## src/rtl/uart_host_pkg.sv

```systemverilog
package uart_host_pkg;
  localparam int DATA_W  = 8;
  localparam int OFS_W   = 3;
  localparam int DIV_W   = 2 * DATA_W;
  localparam int IER_W   = 4;
  localparam int MCR_W   = 5;
  localparam int MODEM_W = 4;
  localparam int ERR_W   = 4;

  localparam logic [OFS_W-1:0] OFS_DATA = 3'd0;
  localparam logic [OFS_W-1:0] OFS_IEN  = 3'd1;
  localparam logic [OFS_W-1:0] OFS_IDF  = 3'd2;
  localparam logic [OFS_W-1:0] OFS_LCTL = 3'd3;
  localparam logic [OFS_W-1:0] OFS_MCTL = 3'd4;
  localparam logic [OFS_W-1:0] OFS_LSTA = 3'd5;
  localparam logic [OFS_W-1:0] OFS_MSTA = 3'd6;
  localparam logic [OFS_W-1:0] OFS_SCR  = 3'd7;

  localparam int LCR_OVERLAY_BIT = 7;
  localparam int MCR_GATE_BIT    = 3;

  localparam logic [DATA_W-1:0] ID_NONE = 8'h01;
  localparam logic [DATA_W-1:0] ID_LINE = 8'h06;
  localparam logic [DATA_W-1:0] ID_RXD  = 8'h04;
  localparam logic [DATA_W-1:0] ID_TXE  = 8'h02;
  localparam logic [DATA_W-1:0] ID_MDM  = 8'h00;

  typedef enum logic [3:0] {
    SEL_NONE, SEL_RXBUF, SEL_TXHOLD, SEL_IEN, SEL_DIVLO, SEL_DIVHI,
    SEL_IDENT, SEL_FCTL, SEL_LCTL, SEL_MCTL, SEL_LSTA, SEL_MSTA, SEL_SCR
  } reg_sel_e;
endpackage

```

## src/rtl/uart_host_decode.sv

```systemverilog
module uart_host_decode
  import uart_host_pkg::*;
(
  input  logic [OFS_W-1:0] addr,
  input  logic             overlay,
  output reg_sel_e         rd_sel,
  output reg_sel_e         wr_sel
);
  always_comb begin
    rd_sel = SEL_NONE;
    wr_sel = SEL_NONE;
    case (addr)
      OFS_DATA: begin
        rd_sel = overlay ? SEL_DIVLO : SEL_RXBUF;
        wr_sel = overlay ? SEL_DIVLO : SEL_TXHOLD;
      end
      OFS_IEN: begin
        rd_sel = overlay ? SEL_DIVHI : SEL_IEN;
        wr_sel = overlay ? SEL_DIVHI : SEL_IEN;
      end
      OFS_IDF: begin
        rd_sel = SEL_IDENT;
        wr_sel = SEL_FCTL;
      end
      OFS_LCTL: begin
        rd_sel = SEL_LCTL;
        wr_sel = SEL_LCTL;
      end
      OFS_MCTL: begin
        rd_sel = SEL_MCTL;
        wr_sel = SEL_MCTL;
      end
      OFS_LSTA: begin
        rd_sel = SEL_LSTA;
        wr_sel = SEL_LSTA;
      end
      OFS_MSTA: begin
        rd_sel = SEL_MSTA;
        wr_sel = SEL_MSTA;
      end
      default: begin
        rd_sel = SEL_SCR;
        wr_sel = SEL_SCR;
      end
    endcase
  end
endmodule

```

## src/rtl/uart_host_line_status.sv

```systemverilog
module uart_host_line_status
  import uart_host_pkg::*;
(
  input  logic              clk,
  input  logic              rst,
  input  logic              rx_valid,
  input  logic [DATA_W-1:0] rx_byte,
  input  logic              rx_perr,
  input  logic              rx_ferr,
  input  logic              rx_brk,
  input  logic              rxbuf_rd,
  input  logic              lsta_rd,
  input  logic              hold_wr,
  input  logic [DATA_W-1:0] hold_data,
  input  logic              tx_ready,
  output logic [DATA_W-1:0] rxbuf,
  output logic [DATA_W-1:0] lsta,
  output logic              tx_load,
  output logic [DATA_W-1:0] tx_byte
);
  logic              ready_q;
  logic [ERR_W-1:0]  err_q;
  logic [ERR_W-1:0]  err_keep;
  logic [ERR_W-1:0]  err_new;
  logic              hold_empty_q;
  logic [DATA_W-1:0] hold_q;
  logic              shift_empty;

  // err bit order: {break, framing, parity, overrun}
  assign err_keep    = lsta_rd ? '0 : err_q;
  assign err_new     = rx_valid ? {rx_brk, rx_ferr, rx_perr, ready_q & ~rxbuf_rd} : '0;
  assign shift_empty = hold_empty_q & tx_ready;

  always_ff @(posedge clk) begin
    if (rst) begin
      rxbuf   <= '0;
      ready_q <= 1'b0;
      err_q   <= '0;
    end else begin
      err_q <= err_keep | err_new;
      if (rx_valid) begin
        rxbuf   <= rx_byte;
        ready_q <= 1'b1;
      end else if (rxbuf_rd) begin
        ready_q <= 1'b0;
      end
    end
  end

  always_ff @(posedge clk) begin
    if (rst) begin
      hold_q       <= '0;
      hold_empty_q <= 1'b1;
      tx_load      <= 1'b0;
      tx_byte      <= '0;
    end else begin
      tx_load <= 1'b0;
      if (hold_wr) begin
        hold_q       <= hold_data;
        hold_empty_q <= 1'b0;
      end else if (!hold_empty_q && tx_ready) begin
        tx_load      <= 1'b1;
        tx_byte      <= hold_q;
        hold_empty_q <= 1'b1;
      end
    end
  end

  assign lsta = {1'b0, shift_empty, hold_empty_q, err_q, ready_q};
endmodule

```

## src/rtl/uart_host_modem_status.sv

```systemverilog
module uart_host_modem_status
  import uart_host_pkg::*;
(
  input  logic               clk,
  input  logic               rst,
  input  logic [MODEM_W-1:0] modem_in,
  input  logic               msta_rd,
  output logic [DATA_W-1:0]  msta
);
  localparam int RING_BIT = 2;

  logic [MODEM_W-1:0] level_q;
  logic [MODEM_W-1:0] change_q;
  logic [MODEM_W-1:0] change_now;

  for (genvar gi = 0; gi < MODEM_W; gi++) begin : g_edge
    if (gi == RING_BIT) begin : g_fall
      assign change_now[gi] = level_q[gi] & ~modem_in[gi];
    end else begin : g_toggle
      assign change_now[gi] = level_q[gi] ^ modem_in[gi];
    end
  end

  always_ff @(posedge clk) begin
    if (rst) begin
      level_q  <= modem_in;
      change_q <= '0;
    end else begin
      level_q  <= modem_in;
      change_q <= (msta_rd ? '0 : change_q) | change_now;
    end
  end

  assign msta = {level_q, change_q};
endmodule

```

## src/rtl/uart_host_int_prio.sv

```systemverilog
module uart_host_int_prio
  import uart_host_pkg::*;
(
  input  logic [IER_W-1:0]  ien,
  input  logic              rx_ready,
  input  logic              hold_empty,
  input  logic              line_err,
  input  logic              modem_chg,
  output logic [DATA_W-1:0] ident,
  output logic              any_pend
);
  logic [IER_W-1:0] pend;

  // pend order: {modem, line, hold empty, rx data}
  assign pend     = ien & {modem_chg, line_err, hold_empty, rx_ready};
  assign any_pend = |pend;

  always_comb begin
    if (pend[2])      ident = ID_LINE;
    else if (pend[0]) ident = ID_RXD;
    else if (pend[1]) ident = ID_TXE;
    else if (pend[3]) ident = ID_MDM;
    else              ident = ID_NONE;
  end
endmodule

```

## src/rtl/uart_host_regs.sv

```systemverilog
module uart_host_regs
  import uart_host_pkg::*;
(
  input  logic               clk,
  input  logic               rst,
  input  logic [OFS_W-1:0]   addr,
  input  logic               rd_en,
  input  logic               wr_en,
  input  logic [DATA_W-1:0]  wdata,
  output logic [DATA_W-1:0]  rdata,
  output logic               irq,
  input  logic               rx_valid,
  input  logic [DATA_W-1:0]  rx_byte,
  input  logic               rx_perr,
  input  logic               rx_ferr,
  input  logic               rx_brk,
  input  logic               tx_ready,
  output logic               tx_load,
  output logic [DATA_W-1:0]  tx_byte,
  input  logic [MODEM_W-1:0] modem_in,
  output logic [DIV_W-1:0]   divisor,
  output logic [DATA_W-1:0]  line_ctrl,
  output logic [MCR_W-1:0]   modem_ctrl,
  output logic [DATA_W-1:0]  fifo_ctrl
);
  reg_sel_e          rd_sel;
  reg_sel_e          wr_sel;
  logic [IER_W-1:0]  ien_q;
  logic [DATA_W-1:0] scr_q;
  logic [DATA_W-1:0] div_lo_q;
  logic [DATA_W-1:0] div_hi_q;
  logic [DATA_W-1:0] rxbuf_val;
  logic [DATA_W-1:0] lsr_val;
  logic [DATA_W-1:0] msr_val;
  logic [DATA_W-1:0] ident_val;
  logic [DATA_W-1:0] rd_mux;
  logic              int_any;
  logic              rxbuf_rd;
  logic              lsta_rd;
  logic              msta_rd;
  logic              hold_wr;

  uart_host_decode u_decode (
    .addr    (addr),
    .overlay (line_ctrl[LCR_OVERLAY_BIT]),
    .rd_sel  (rd_sel),
    .wr_sel  (wr_sel)
  );

  assign rxbuf_rd = rd_en && (rd_sel == SEL_RXBUF);
  assign lsta_rd  = rd_en && (rd_sel == SEL_LSTA);
  assign msta_rd  = rd_en && (rd_sel == SEL_MSTA);
  assign hold_wr  = wr_en && (wr_sel == SEL_TXHOLD);

  uart_host_line_status u_line (
    .clk       (clk),
    .rst       (rst),
    .rx_valid  (rx_valid),
    .rx_byte   (rx_byte),
    .rx_perr   (rx_perr),
    .rx_ferr   (rx_ferr),
    .rx_brk    (rx_brk),
    .rxbuf_rd  (rxbuf_rd),
    .lsta_rd   (lsta_rd),
    .hold_wr   (hold_wr),
    .hold_data (wdata),
    .tx_ready  (tx_ready),
    .rxbuf     (rxbuf_val),
    .lsta      (lsr_val),
    .tx_load   (tx_load),
    .tx_byte   (tx_byte)
  );

  uart_host_modem_status u_modem (
    .clk      (clk),
    .rst      (rst),
    .modem_in (modem_in),
    .msta_rd  (msta_rd),
    .msta     (msr_val)
  );

  uart_host_int_prio u_prio (
    .ien        (ien_q),
    .rx_ready   (lsr_val[0]),
    .hold_empty (lsr_val[5]),
    .line_err   (|lsr_val[4:1]),
    .modem_chg  (|msr_val[MODEM_W-1:0]),
    .ident      (ident_val),
    .any_pend   (int_any)
  );

  always_ff @(posedge clk) begin
    if (rst) begin
      ien_q      <= '0;
      line_ctrl  <= '0;
      modem_ctrl <= '0;
      fifo_ctrl  <= '0;
      scr_q      <= '0;
      div_lo_q   <= '0;
      div_hi_q   <= '0;
    end else if (wr_en) begin
      case (wr_sel)
        SEL_IEN:   ien_q      <= wdata[IER_W-1:0];
        SEL_DIVLO: div_lo_q   <= wdata;
        SEL_DIVHI: div_hi_q   <= wdata;
        SEL_FCTL:  fifo_ctrl  <= wdata;
        SEL_LCTL:  line_ctrl  <= wdata;
        SEL_MCTL:  modem_ctrl <= wdata[MCR_W-1:0];
        SEL_SCR:   scr_q      <= wdata;
        default:   ;
      endcase
    end
  end

  assign divisor = {div_hi_q, div_lo_q};

  always_comb begin
    case (rd_sel)
      SEL_RXBUF: rd_mux = rxbuf_val;
      SEL_IEN:   rd_mux = {{(DATA_W-IER_W){1'b0}}, ien_q};
      SEL_DIVLO: rd_mux = div_lo_q;
      SEL_DIVHI: rd_mux = div_hi_q;
      SEL_IDENT: rd_mux = ident_val;
      SEL_LCTL:  rd_mux = line_ctrl;
      SEL_MCTL:  rd_mux = {{(DATA_W-MCR_W){1'b0}}, modem_ctrl};
      SEL_LSTA:  rd_mux = lsr_val;
      SEL_MSTA:  rd_mux = msr_val;
      SEL_SCR:   rd_mux = scr_q;
      default:   rd_mux = '0;
    endcase
  end

  always_ff @(posedge clk) begin
    if (rst) begin
      rdata <= '0;
      irq   <= 1'b0;
    end else begin
      if (rd_en) rdata <= rd_mux;
      irq <= modem_ctrl[MCR_GATE_BIT] & int_any;
    end
  end
endmodule

```

## config.mk

```make
export PLATFORM = sky130hd
export DESIGN_NAME = uart_host_regs
export DESIGN_NICKNAME = d
export VERILOG_FILES = /design/src/rtl/uart_host_pkg.sv /design/src/rtl/uart_host_decode.sv /design/src/rtl/uart_host_line_status.sv /design/src/rtl/uart_host_modem_status.sv /design/src/rtl/uart_host_int_prio.sv /design/src/rtl/uart_host_regs.sv
export SDC_FILE = /design/constraint.sdc
export NUM_CORES = 1
export LEC_CHECK = 0
export ABC_AREA = 1
export BUFFER_PORTS_ARGS = -buffer_cell sky130_fd_sc_hd__buf_2
export CORE_MARGIN = 5
export CORE_UTILIZATION = 55
export CTS_BUF_LIST = sky130_fd_sc_hd__clkbuf_4 sky130_fd_sc_hd__clkbuf_8
export CTS_CLUSTER_SIZE = 12
export DETAILED_ROUTE_END_ITERATION = 7
export HOLD_SLACK_MARGIN = 0.1
export PLACE_DENSITY = 0.77
export SKIP_LAST_GASP = 1
export SLEW_MARGIN = 20
export SYNTH_ARGS = -nofsm -noshare
export SYNTH_HDL_FRONTEND = slang
export SYNTH_HIERARCHICAL = 1
export SYNTH_SLANG_ARGS = --single-unit
```

## constraint.sdc

```tcl
create_clock -name clk -period 2.1 [get_ports clk]
set_input_delay 0.315 -clock clk [delete_from_list [all_inputs] [get_ports clk]]
set_output_delay 0.315 -clock clk [all_outputs]
set_load 0.01 [all_outputs]
```

; Word-level counts from Yosys, hierarchy flattened
; Cells that the tools add are included.
[word_totals]
ff_bits = 97
latch_bits = 0
ram_bits = 0
romBits = 0
input_bits = 32
out_inout_bits = 55
word_cells = 94
n_memories = 0
[classes]
addsub = 0
mul = 0
div = 0
magnitude_cmp = 0
eq_ne = 24
n_shift = 0
muxes = 18
bitwise_logic = 13
reduce_logical = 21
[ops]
columns = cell, n
row1 = $pmux 8 s10, 1
row2 = $pmux 4 s7, 2
row3 = $eq 4x4->1 const B, 8
row4 = $eq 4x3->1 const B, 6
row5 = $mux 8, 3
row6 = $reduce_and 2->1, 8
row7 = $eq 4x2->1 const B, 3
row8 = $mux 4, 3
row9 = $reduce_or 4->1, 3
row10 = $eq 3x3->1 const B, 3
row11 = $mux 3, 3
row12 = $or 4x4->4, 2
row13 = $eq 3x2->1 const B, 2
row14 = $mux 1, 6
row15 = $logic_and 1x1->1, 5
row16 = $and 1x1->1, 4
row17 = $and 4x4->4, 1
row18 = $eq 4x1->1 const B, 1
row19 = $reduce_bool 2->1, 2
row20 = $eq 3x1->1 const B, 1
row21 = $logic_not 3->1, 1
row22 = $not 1->1, 3
row23 = $xor 1x1->1, 3
row24 = $reduce_or 2->1, 1
row25 = $logic_not 1->1, 1

; Logic depth before layout (Yosys ltp)
[depth]
ltp_word = 8
ltp_mapped = 14
depth_no_buf = 13

; By module
; The synthesis kept the hierarchy.
[modules_own_cells]
columns = mod, n_inst, cells_each, area_each_um2, seq_area_each_um2
row1 = uart_host_regs, 1, 429, 2857.7, 1161.1
row2 = uart_host_line_status, 1, 158, 1196.1, 620.6
row3 = uart_host_modem_status, 1, 38, 277.8, 160.2
row4 = uart_host_decode, 1, 25, 120.1, 0.0
row5 = uart_host_int_prio, 1, 18, 105.1, 0.0

; Worst setup path after synthesis
; No wires, ideal clock.
[synth_path]
path_kind = input -> register
start = in addr[2]
end = reg u_line.tx_byte[0]
setup_ns = 0.058
arrival_time_ns = 1.727
t_required_ns = 2.042
slack_ns = 0.315
path_stages = 14
n_path_buf = 2
path_cell_list = inv_1 > nand2_2 > nand2_1 > nand2_1 > inv_1 > buf_4 > nor2_1 > nand3_1 > nor2_1 > buf_6 > nor2_2 > nand2_2 > nand2_1 > nand2_1
[synth_via]
elab_chain_len = 6
word_cells_on_any_way = 12
cone_classes = eq/ne (7) / mux (1) / bitwise (1) / reduce/logical (3)
[synth_lines]
columns = item, line_no
row1 = from (decl), uart_host_regs.sv:6  ; input logic [OFS_W-1:0] addr,
row2 = "$eq 3x3->1, or another cell as far along", uart_host_decode.sv:12  ; case (addr)
row3 = $pmux 4 s7 (*), uart_host_decode.sv:12
row4 = via wr_sel[2], uart_host_regs.sv:27  ; reg_sel_e wr_sel;
row5 = $eq 4x2->1 (*), uart_host_regs.sv:53  ; assign hold_wr = wr_en && (wr_sel == SEL_TXHOLD);
row6 = $logic_and 1x1->1 (*), uart_host_regs.sv:53
row7 = via hold_wr, uart_host_regs.sv:41  ; logic hold_wr;
row8 = $not 1->1 (no source line) (*), n/a
row9 = $reduce_and 2->1 (no source line) (*), n/a
row10 = to (signal assigned), uart_host_line_status.sv:63  ; tx_byte <= hold_q;
row11 = to (decl), uart_host_line_status.sv:19  ; output logic [DATA_W-1:0] tx_byte
; The timed path passes the listed nets; every way through them passes the cells marked *.
; A chain may end at the register's enable or synchronous reset.

; Worst setup path after layout
[layout_path]
start = reg line_ctrl[7]
end = reg rdata[5]
[layout_via]
elab_chain_len = 4
word_cells_on_any_way = 14
cone_classes = eq/ne (10) / mux (4)
[layout_lines]
columns = item, line_no
row1 = from (decl), uart_host_regs.sv:22  ; output logic [DATA_W-1:0] line_ctrl,
row2 = from (signal assigned), uart_host_regs.sv:107  ; SEL_LCTL: line_ctrl <= wdata;
row3 = $mux 3 (*), uart_host_decode.sv:14  ; rd_sel = overlay ? SEL_DIVLO : SEL_RXBUF;
row4 = $pmux 4 s7 (*), uart_host_decode.sv:12
row5 = via rd_sel[0], uart_host_regs.sv:26  ; reg_sel_e rd_sel;
row6 = "$eq 4x4->1, or another cell as far along", uart_host_regs.sv:118  ; case (rd_sel)
row7 = $pmux 8 s10 (*), uart_host_regs.sv:118
row8 = to (signal assigned), uart_host_regs.sv:138  ; if (rd_en) rdata <= rd_mux;
row9 = to (decl), uart_host_regs.sv:10  ; output logic [DATA_W-1:0] rdata,
; Marks and branches as above.

==> flow_summary.toml <==
[status]
status = "finished, final reports clean"

[routing]
wl_per_cell_um = 14.6
drt-pass1-iter-count = 5
num_vias = 4567
post-route-drc-count = 0
vias_per_cell = 5.29
ant_nets = 0
drtIter0Drc = 333
routed_wl_um = 12600

[cells_and_area]
fin_util_pct = 64.9
fin_nets = 786
most-common-layout-cells = "186 x nand2_1, 100 x nand3_1, 97 x dfxtp_1"
fillCellCount = 743
final_area_um2 = 5280
syn_to_final_growth_pct = 15.8
multi_input_area_um2 = 2160
seq_area_um2 = 1940
final_common_cell = "nand2_1"
diodes = 0
drive_gt1_share_pct = 20.3

[min_path]
hp-class = "input port to register"
worstHoldPathCells = 3
min-delay-start = "rx_byte[1]"

[placed_design]
portBuffers = 86
gp_congestion = 0.886
pre_cts_ws_ns = 0.0541
dp_hpwl_um = 9180
place_area_um2 = 5050

[pwr]
combPwrFrac_pct = 12.6
internal_power_uw = 2510
ir_drop_mv = 0.465
power.switching_uw = 1000
p_per_area_nw_per_um2 = 664
leakagePower_uw = 0.00244
pwr-share-clk_pct = 32.2
p_sw_share_pct = 28.5
p_seq_share_pct = 55.2

[timing]
fin_ws_ns = 0.224
fin_setup_tns_ns = 0
setup_viol = 0
period_minus_slack_ns = 1.88
finClkSkew_ns = 0.0115
hold_viol = 0
hold_slack_ns = 0.179
fmaxAchievable_mhz = 533
min_period_over_period_pct = 89.3
slew_violations = 0
rsz0062_at_grt = "no"

[setup_path]
r2r_cells = 11
crit_fanout = 10
r2r_end = "rdata[5]"
crit_cells = 11
worstSetupEndpointType = "register"
startpoint_type = "register"
cp_slowest_cell = "dfxtp_1"
critPathMaxStageDelay_ns = 0.42
crit_end = "rdata[5]"
crit_family = "simple AND/OR/NAND/NOR gates"
critPathArrivalTime_ns = 2.13
setup.worst_path.start = "line_ctrl[7]"
crit_buf_inv = 2
crit_type = "register to register"
r2r-start = "line_ctrl[7]"
reg2reg_slack_ns = 0.22
path_cells = "inv_1 > nand3_1 > nand3_2 > nand2_1 > clkinvlp_4 > nand3_1 > nand2_1 > nor2_1 > nand3_1 > nand2_1 > a21oi_1"
crit_required_ns = 2.35

[synthesis]
synth_warnings = 6
synth.avg_cell_area_um2 = 6.82
ys_ff_latch = 97
synth_area_um2 = 4560
synthXorXnorAreaFrac_pct = 0
synth_fa_ha_area_share_pct = 0
synth_compound_area_share_pct = 9.50
synth_top_family_by_area = "simple AND/OR/NAND/NOR gates"
synth_top_area_cell = "dfxtp_1"
synthSimpleGateAreaFrac_pct = 37.2
yosys.area.top_type_share_pct = 42.6
synth_area_leaders = "dfxtp_1 43%, nand2_1 15%, nand3_1 11%"
synth.area.mux_share_pct = 0
yosysSeqAreaShare_pct = 42.6
syn_inst = 668
post_synth_num_cell_types = 27

[clock_tree]
clk_path_buf_depth = 2
path_clk_slew_ns = 0.10
cts_max_level = 3
post_cts_buffers = 0
numCtsBuffers = 9
insertion_delay_ns = 0.36
cts_root_buf = "clkbuf_8"
tritoncts = "done"
cts.sinks = 97

[floorplanning]
initial_utilization_pct = 56.0
die_h_um = 101
placementRows = 33
ioPinCount = 87
die_area_um2 = 10200
core_area_um2 = 8130
die_w_um = 101

[global_route]
grt_antenna_before_repair = 0
grt_overflow = 0
grt_max_degree = 32
grt_usage_pct = 25.5
grt_pass1_wl_um = 20700
grt_pass1_vias = 4255

[flow_run]
cap_violations = 0
-- repair_timing --
item | CTS | global route
hold endpoints to repair | 4 | 0
resized for setup | 0 | 2
endpoints found under the setup margin | 0 | 5
hold buffers | 4 | 0
-- through the flow --
step           std cells  total power (µW)
6_report             863              3510
5_1_grt              863              3670
4_1_cts              863              3530
3_5_place_dp         844              2410
3_3_place_gp         844              2400
2_1_floorplan        672              2260
-- metal layers --
metal / GRT usage [%] / part of all wire (%)
met4: 7.77 / 1.6
met5: 0 / 0
met2: 41.5 / 47
met1: 34.5 / 43
met3: 4.43 / 8.4
-- kinds of logic after synthesis --
logic type | count (synthesis)
AO/OA/AOI/OAI | 80
buffers and inverters | 96
flip-flops | 97
other | 2
AND/OR/NAND/NOR | 393
-- synthesized netlist by cell type (all sizes together) --
library cell,number
conb,2
nor2,92
nand2,193
or4,2
o21ai,17
a21oi,59
clkinv,2
nor3,2
inv,60
dfxtp,97
buf,30
nand3b,1
a211oi,4
nand3,102
nand4,1
clkbuf,4
-- power groups by stage --
stage                     logic (µW)  registers (µW)  clock network (µW)
after detailed placement         430            1980                   0
final                            443            1930                1130
after CTS                        437            1930                1160
after global placement           422            1980                   0
after floorplan                  291            1970                   0
after global routing             490            1940                1240
-- worst min-delay path by stage --
stage,to,slack (ns)
after floorplan,u_modem/level_q[0],0.34
after global placement,u_modem/level_q[2],0.43
after detailed placement,u_modem/level_q[2],0.44
after CTS,u_line/rxbuf[1],0.17
after global routing,u_line/rxbuf[1],0.19
final,u_line/rxbuf[1],0.18
-- area by class of cell --
type,instances,area share (%)
multi-input cells,479,40.9
clock inverters,5,0.782
clock buffers,10,2.61
well taps,105,2.49
repair buffers,105,12.0
inverters,62,4.48
flip-flops and latches,97,36.8
-- worst register-to-register path, cell delays in order, from the launching register on --
cell and delay (ns):
dfxtp_1 0.42, inv_1 0.08, nand3_1 0.12, nand3_2 0.17
nand2_1 0.16, clkinvlp_4 0.21, nand3_1 0.18, nand2_1 0.08
nor2_1 0.09, nand3_1 0.12, nand2_1 0.09, a21oi_1 0.06
-- state kept, by name, summed over array words and instances, names as in the netlist, 5 cells and up --
signal and flops:
u_line/tx_byte 8, line_ctrl 8, scr_q 8, rdata 8
fifo_ctrl 8, u_line/rxbuf 8, div_hi_q 8, modem_ctrl 5
u_line/hold_q 8, div_lo_q 8
No activity file was read; power rests on OpenSTA's default activity.
